==> config.mk <==
export PLATFORM = sky130hd
export DESIGN_NAME = sram_port_ctrl
export DESIGN_NICKNAME = d
export VERILOG_FILES = /design/src/rtl/sram_port_pkg.sv /design/src/rtl/sram_port_seq.sv /design/src/rtl/sram_port_pins.sv /design/src/rtl/sram_port_ctrl.sv
export SDC_FILE = /design/constraint.sdc
export NUM_CORES = 1
export LEC_CHECK = 0
export BUFFER_PORTS_ARGS = -buffer_cell sky130_fd_sc_hd__buf_2
export CELL_PAD_IN_SITES_DETAIL_PLACEMENT = 0
export CELL_PAD_IN_SITES_GLOBAL_PLACEMENT = 2
export CORE_UTILIZATION = 30
export DETAILED_ROUTE_END_ITERATION = 6
export PLACE_DENSITY = 0.86
export SLEW_MARGIN = 25
export SYNTH_ARGS = -nofsm -noshare
export SYNTH_HDL_FRONTEND = slang
export SYNTH_SLANG_ARGS = --single-unit
==> constraint.sdc <==
create_clock -name clk -period 2.5 [get_ports clk]
set_input_delay 0.125 -clock clk [delete_from_list [all_inputs] [get_ports clk]]
set_output_delay 0.125 -clock clk [all_outputs]
set_load 0.01 [all_outputs]
==> src/rtl/sram_port_pkg.sv <==
package sram_port_pkg;

  typedef enum logic [2:0] {
    ST_IDLE   = 3'd0,
    ST_WPULSE = 3'd1,
    ST_WREC   = 3'd2,
    ST_RACC   = 3'd3,
    ST_TURN   = 3'd4
  } sram_state_e;

  // Round a nanosecond figure up to whole clock cycles, never below one
  function automatic int ns_to_cyc(input int ns, input int clk_ns);
    int c;
    c = (ns + clk_ns - 1) / clk_ns;
    if (c < 1) c = 1;
    return c;
  endfunction

  function automatic int max2(input int a, input int b);
    return (a > b) ? a : b;
  endfunction

endpackage

==> src/rtl/sram_port_seq.sv <==
module sram_port_seq
  import sram_port_pkg::*;
#(
  parameter int WP_CYC   = 8,
  parameter int REC_CYC  = 3,
  parameter int RD_CYC   = 11,
  parameter int TURN_CYC = 4,
  parameter int CNT_W    = 4
) (
  input  logic        clk,
  input  logic        rst_n,
  input  logic        req,
  input  logic        we,
  output sram_state_e state_n,
  output logic        accept,
  output logic        capture,
  output logic        ready,
  output logic        done
);

  sram_state_e state_q;
  logic [CNT_W-1:0] cnt_q, cnt_n;
  logic cnt_en, last, done_n;

  assign last = (cnt_q == '0);

  always_comb begin
    state_n = state_q;
    cnt_n   = cnt_q;
    accept  = 1'b0;
    capture = 1'b0;
    unique case (state_q)
      ST_IDLE: begin
        if (req) begin
          accept  = 1'b1;
          state_n = we ? ST_WPULSE : ST_RACC;
          cnt_n   = we ? CNT_W'(WP_CYC - 1) : CNT_W'(RD_CYC - 1);
        end
      end
      ST_WPULSE: begin
        if (last) begin
          state_n = ST_WREC;
          cnt_n   = CNT_W'(REC_CYC - 1);
        end else begin
          cnt_n = cnt_q - 1'b1;
        end
      end
      ST_WREC: begin
        if (last) state_n = ST_IDLE;
        else      cnt_n   = cnt_q - 1'b1;
      end
      ST_RACC: begin
        if (last) begin
          capture = 1'b1;
          state_n = ST_TURN;
          cnt_n   = CNT_W'(TURN_CYC - 1);
        end else begin
          cnt_n = cnt_q - 1'b1;
        end
      end
      ST_TURN: begin
        if (last) state_n = ST_IDLE;
        else      cnt_n   = cnt_q - 1'b1;
      end
      default: state_n = ST_IDLE;
    endcase
  end

  assign cnt_en = (cnt_n != cnt_q);
  assign done_n = ((state_q == ST_WREC) && last) || capture;
  assign ready  = (state_q == ST_IDLE);

  always_ff @(posedge clk or negedge rst_n) begin
    if (!rst_n) begin
      state_q <= ST_IDLE;
      cnt_q   <= '0;
      done    <= 1'b0;
    end else begin
      state_q <= state_n;
      done    <= done_n;
      if (cnt_en) cnt_q <= cnt_n;
    end
  end

endmodule

==> src/rtl/sram_port_pins.sv <==
module sram_port_pins
  import sram_port_pkg::*;
#(
  parameter int ADDR_W = 20,
  parameter int DATA_W = 16,
  parameter int LANES  = 2
) (
  input  logic              clk,
  input  logic              rst_n,
  input  sram_state_e       state_n,
  input  logic              accept,
  input  logic              capture,
  input  logic [ADDR_W-1:0] host_addr,
  input  logic [DATA_W-1:0] host_wdata,
  input  logic [LANES-1:0]  host_mask,
  input  logic [DATA_W-1:0] mem_dq_in,
  output logic [DATA_W-1:0] host_rdata,
  output logic              mem_ce1_n,
  output logic              mem_ce2,
  output logic              mem_we_n,
  output logic              mem_oe_n,
  output logic [LANES-1:0]  mem_be_n,
  output logic [ADDR_W-1:0] mem_addr,
  output logic [DATA_W-1:0] mem_dq_out,
  output logic              mem_dq_oe
);

  localparam int LANE_W = DATA_W / LANES;

  logic [ADDR_W-1:0] addr_q;
  logic [DATA_W-1:0] wdata_q;
  logic [LANES-1:0]  mask_q, mask_n;
  logic wr_n, pulse_n, rd_n, ce_n;

  assign wr_n    = (state_n == ST_WPULSE) || (state_n == ST_WREC);
  assign pulse_n = (state_n == ST_WPULSE);
  assign rd_n    = (state_n == ST_RACC);
  assign ce_n    = wr_n || rd_n;
  assign mask_n  = accept ? host_mask : mask_q;

  // Request fields, loaded only on acceptance
  always_ff @(posedge clk or negedge rst_n) begin
    if (!rst_n) begin
      addr_q  <= '0;
      wdata_q <= '0;
      mask_q  <= '0;
    end else if (accept) begin
      addr_q  <= host_addr;
      wdata_q <= host_wdata;
      mask_q  <= host_mask;
    end
  end

  // Memory strobes come straight from flops, decoded from the next state
  always_ff @(posedge clk or negedge rst_n) begin
    if (!rst_n) begin
      mem_ce1_n <= 1'b1;
      mem_ce2   <= 1'b0;
      mem_we_n  <= 1'b1;
      mem_oe_n  <= 1'b1;
      mem_be_n  <= '1;
      mem_dq_oe <= 1'b0;
    end else begin
      mem_ce1_n <= !ce_n;
      mem_ce2   <= ce_n;
      mem_we_n  <= !pulse_n;
      mem_oe_n  <= !rd_n;
      mem_be_n  <= ce_n ? ~mask_n : '1;
      mem_dq_oe <= wr_n;
    end
  end

  assign mem_addr   = addr_q;
  assign mem_dq_out = wdata_q;

  for (genvar g = 0; g < LANES; g++) begin : g_lane
    always_ff @(posedge clk or negedge rst_n) begin
      if (!rst_n) begin
        host_rdata[g*LANE_W +: LANE_W] <= '0;
      end else if (capture) begin
        host_rdata[g*LANE_W +: LANE_W] <= mask_q[g] ? mem_dq_in[g*LANE_W +: LANE_W] : '0;
      end
    end
  end

endmodule

==> src/rtl/sram_port_ctrl.sv <==
module sram_port_ctrl
  import sram_port_pkg::*;
#(
  parameter int ADDR_W    = 20,
  parameter int DATA_W    = 16,
  parameter int CLK_NS    = 5,
  parameter int T_WP_NS   = 40,
  parameter int T_WC_NS   = 55,
  parameter int T_DS_NS   = 25,
  parameter int T_RC_NS   = 55,
  parameter int T_AA_NS   = 55,
  parameter int T_OE_NS   = 25,
  parameter int T_TURN_NS = 20,
  localparam int LANES    = DATA_W / 8
) (
  input  logic              clk,
  input  logic              rst_n,
  input  logic              host_req,
  input  logic              host_we,
  input  logic [ADDR_W-1:0] host_addr,
  input  logic [DATA_W-1:0] host_wdata,
  input  logic [LANES-1:0]  host_mask,
  output logic [DATA_W-1:0] host_rdata,
  output logic              host_ready,
  output logic              host_done,
  output logic              mem_ce1_n,
  output logic              mem_ce2,
  output logic              mem_we_n,
  output logic              mem_oe_n,
  output logic [LANES-1:0]  mem_be_n,
  output logic [ADDR_W-1:0] mem_addr,
  output logic [DATA_W-1:0] mem_dq_out,
  output logic              mem_dq_oe,
  input  logic [DATA_W-1:0] mem_dq_in
);

  // nanosecond figures rounded up to cycles
  localparam int WP_CYC   = max2(ns_to_cyc(T_WP_NS, CLK_NS), ns_to_cyc(T_DS_NS, CLK_NS));
  localparam int WC_CYC   = ns_to_cyc(T_WC_NS, CLK_NS);
  localparam int REC_CYC  = (WC_CYC > WP_CYC) ? (WC_CYC - WP_CYC) : 1;
  localparam int RD_CYC   = max2(ns_to_cyc(T_RC_NS, CLK_NS),
                                 max2(ns_to_cyc(T_AA_NS, CLK_NS), ns_to_cyc(T_OE_NS, CLK_NS)));
  localparam int TURN_CYC = ns_to_cyc(T_TURN_NS, CLK_NS);
  localparam int MAX_CYC  = max2(max2(WP_CYC, REC_CYC), max2(RD_CYC, TURN_CYC));
  localparam int CNT_W    = $clog2(MAX_CYC + 1);

  logic [1:0]  rst_sync_q;
  logic        rstn_s;
  sram_state_e state_n;
  logic        accept, capture;

  // Reset asserts at once, leaves two clocks later
  always_ff @(posedge clk or negedge rst_n) begin
    if (!rst_n) rst_sync_q <= 2'b00;
    else        rst_sync_q <= {rst_sync_q[0], 1'b1};
  end
  assign rstn_s = rst_sync_q[1];

  sram_port_seq #(
    .WP_CYC(WP_CYC), .REC_CYC(REC_CYC), .RD_CYC(RD_CYC),
    .TURN_CYC(TURN_CYC), .CNT_W(CNT_W)
  ) u_seq (
    .clk(clk), .rst_n(rstn_s), .req(host_req), .we(host_we),
    .state_n(state_n), .accept(accept), .capture(capture),
    .ready(host_ready), .done(host_done)
  );

  sram_port_pins #(
    .ADDR_W(ADDR_W), .DATA_W(DATA_W), .LANES(LANES)
  ) u_pins (
    .clk(clk), .rst_n(rstn_s), .state_n(state_n), .accept(accept),
    .capture(capture), .host_addr(host_addr), .host_wdata(host_wdata),
    .host_mask(host_mask), .mem_dq_in(mem_dq_in), .host_rdata(host_rdata),
    .mem_ce1_n(mem_ce1_n), .mem_ce2(mem_ce2), .mem_we_n(mem_we_n),
    .mem_oe_n(mem_oe_n), .mem_be_n(mem_be_n), .mem_addr(mem_addr),
    .mem_dq_out(mem_dq_out), .mem_dq_oe(mem_dq_oe)
  );

endmodule

==> out/metrics.cfg <==
[status]
status = complete, no violations

[critical_path]
reg2reg_depth = 9
critical_path_arrival_ns = 2.35
rrSetupSlack_ns = 0.37
endpoint = u_seq.cnt_q[0]
worstPathMaxFanout = 6
worstSetupStartpointType = flip-flop
critPathLaunch = u_seq.cnt_q[0]
worstSetupPathType = reg2reg
crit_required_ns = 2.73
r2r_start = u_seq.cnt_q[0]
regToRegEndpoint = u_seq.cnt_q[0]
cp-end-kind = flip-flop

[cells_and_area]
post-route-cell-area_um2 = 4167
final_common_cell = buf_2
layout-drive-gt1-share_pct = 47.00
n_antenna_cell = 0
seqCellArea_um2 = 1784
final_cell_mix = buf_2 (118), dfrtp_1 (65), nand2_1 (45)
multi_input_area_um2 = 1099
nets = 456
final_util_pct = 43.02
area_growth_pct = 39.86
n_fill_cell = 952

[floorplanning]
die-height_um = 101.7
ioPinCount = 119
fp.dieW_um = 101.7
die_area_um2 = 10330
core_area_um2 = 9684
rows = 36
start_util_pct = 30.76

[placement]
dp_slack_ns = 0.3846
io_buffers = 118
place_hpwl_mm = 4.578
routabilityCongestion = 0.7873
placed_area_um2 = 3707

[clock_tree]
numCtsBuffers = 9
cts_tree = yes
cts.path.max_buffers = 2
cts-resized-gates = 0
clk_pin_slew_ns = 0.08
cts-htree-levels = 3
root_buffer = clkbuf_8
clock_sinks = 71
hold_buffers = 24
clk_latency_ns = 0.35
cts.repair_timing.setup_buffer_count = 0

[global_route]
grt-ovfl-total = 0
grt_pass1_vias = 2220
grt_first_pass_wirelength_mm = 10.72
antenna_found_initial = 0
groute.usage.overall_pct = 13.76
grt_max_degree = 40

[sta]
relSlewSlack_pct = 60.65
fmax_mhz = 470.5
setup_viol = 0
finalCriticalPeriod_ns = 2.126
setup_ws_ns = 0.3744
tns_ns = 0
drv_slew = 0
clock_skew_ns = 0.01055
final_hold_viol_count = 0
worst_pin_slew_ns = 0.5902
timing.final.crit_share_pct = 85.02
rsz0062_at_grt = false

[drt]
drc = 0
drt_iter0_drc = 70
wl_per_cell_um = 12.91
via_count = 2320
drtAntennaViolNets = 0
wirelength_mm = 6.880
avgViaCountPerCell = 4.353
dr.pass1.iters = 6

[min_path]
min_from = host_wdata[2]
hp-class = in2reg

[flow_run]
max-cap-violations = 0

[synthesis]
netlist_instances = 248
synth_seq_cells = 71
synth_edf_count = 0
synth_area_per_cell_um2 = 12.01
yosys-top-cells-area = dfrtp_1 (55%), mux2_2 (11%), nand2_1 (5.7%)
ys_types = 41
synth.net_count = 309
synth_ff_type = dfrtp_1
syn_area_um2 = 2979
ys_warn_count = 0
ys_seq_area_share_pct = 59.85
synth_top_cell_area_share_pct = 55.44
synth_top_area_cell = dfrtp_1
synth-async-reset-ratio_pct = 100.0

[power_and_ir_drop]
ir_drop_v = 0.0003388
p_leak_nw = 2.023
p_per_area_nw_per_um2 = 1229

[metal layers]
layer | share of wire (%) | vias up | global-route usage, %
li1 | - | 1143 | -
met1 | 44 | 1090 | 16.70
met2 | 48 | 73 | 21.93
met3 | 6.1 | 14 | 4.555
met4 | 1.4 | 0 | 6.800
met5 | 0 | - | 0
[layout make-up]
type | count | area share [%]
repair buffers | 150 | 21.50
well taps | 133 | 3.994
clock buffers | 11 | 3.393
clock inverters | 5 | 1.381
flip-flops and latches | 71 | 42.82
inverters | 6 | 0.5405
multi-input cells | 157 | 26.37
[synth_stat cells (all sizes together), types with 2 or more instances]
| cell type | count |
|---|---|
| ha | 3 |
| dfstp | 5 |
| o21ai | 24 |
| nand2 | 45 |
| a22oi | 2 |
| nand3 | 2 |
| a31oi | 3 |
| a21oi | 4 |
| nand2b | 3 |
| inv | 6 |
| mux2 | 38 |
| nor2 | 9 |
| buf | 7 |
| and3 | 3 |
| clkbuf | 7 |
| dfrtp | 66 |
| nor2b | 3 |
| nor3b | 2 |
[sequential cells by signal, summed over array words and instances (netlist names)]
signal / count
u_pins.mem_dq_out: 16
u_seq.done: 1
u_pins.mem_be_n: 2
u_pins.mask_q: 2
u_pins.mem_addr: 20
rst_sync_q: 2
u_pins.mem_we_n: 1
u_pins.mem_ce1_n: 1
u_pins.mem_dq_oe: 1
u_seq.cnt_q: 4
u_seq.state_q: 3
u_pins.host_rdata: 16
u_pins.mem_ce2: 1
u_pins.mem_oe_n: 1
[kinds of logic after synthesis]
kind of cell / Yosys count / synth area share, %
simple gates: 74 / 11.89
fa+ha+maj: 4 / 1.596
buf+inv: 20 / 3.275
flops: 71 / 59.85
mux: 39 / 15.83
compound gates: 39 / 7.434
other cells: 1 / 0.1259
[through the flow]
| stage | power [mW] | cells | hold WS (ns) |
|---|---|---|---|
| global route | 5.541 | 533 | 0.000005718 |
| detailed placement | 4.204 | 491 | -0.08834 |
| finish | 5.119 | 533 | 0.01706 |
| CTS | 5.183 | 531 | 0.00004477 |
| global placement | 4.152 | 491 | -0.08958 |
| floorplan | 3.432 | 248 | -0.1706 |
[worst min path at each step]
| stage | endpoint | slack, ns | cells after the start |
|---|---|---|---|
| finish | u_pins.mem_dq_out[2] | 0.02 | 2 |
| global route | u_pins.host_rdata[14] | 0.000006 | 3 |
| CTS | u_pins.mask_q[0] | 0.00004 | 2 |
| detailed placement | rst_sync_q[0] | -0.09 | 1 |
| global placement | rst_sync_q[0] | -0.09 | 1 |
| floorplan | rst_sync_q[0] | -0.17 | 0 |
[where the power goes]
group          switching [mW]  leakage, nW  internal, mW
Clock                   0.435        0.103         0.488
Sequential              0.360        0.840          1.73
Combinational            1.04         1.08          1.07
[critical path: stages (launching register included)]
cell	delay [ns]
dfrtp_1	0.41
inv_1	0.11
ha_1	0.22
nor3b_4	0.21
inv_1	0.13
ha_1	0.31
inv_1	0.05
maj3_1	0.34
o22ai_1	0.13
a22oi_1	0.10
No activity file was read; power rests on OpenSTA's default activity.
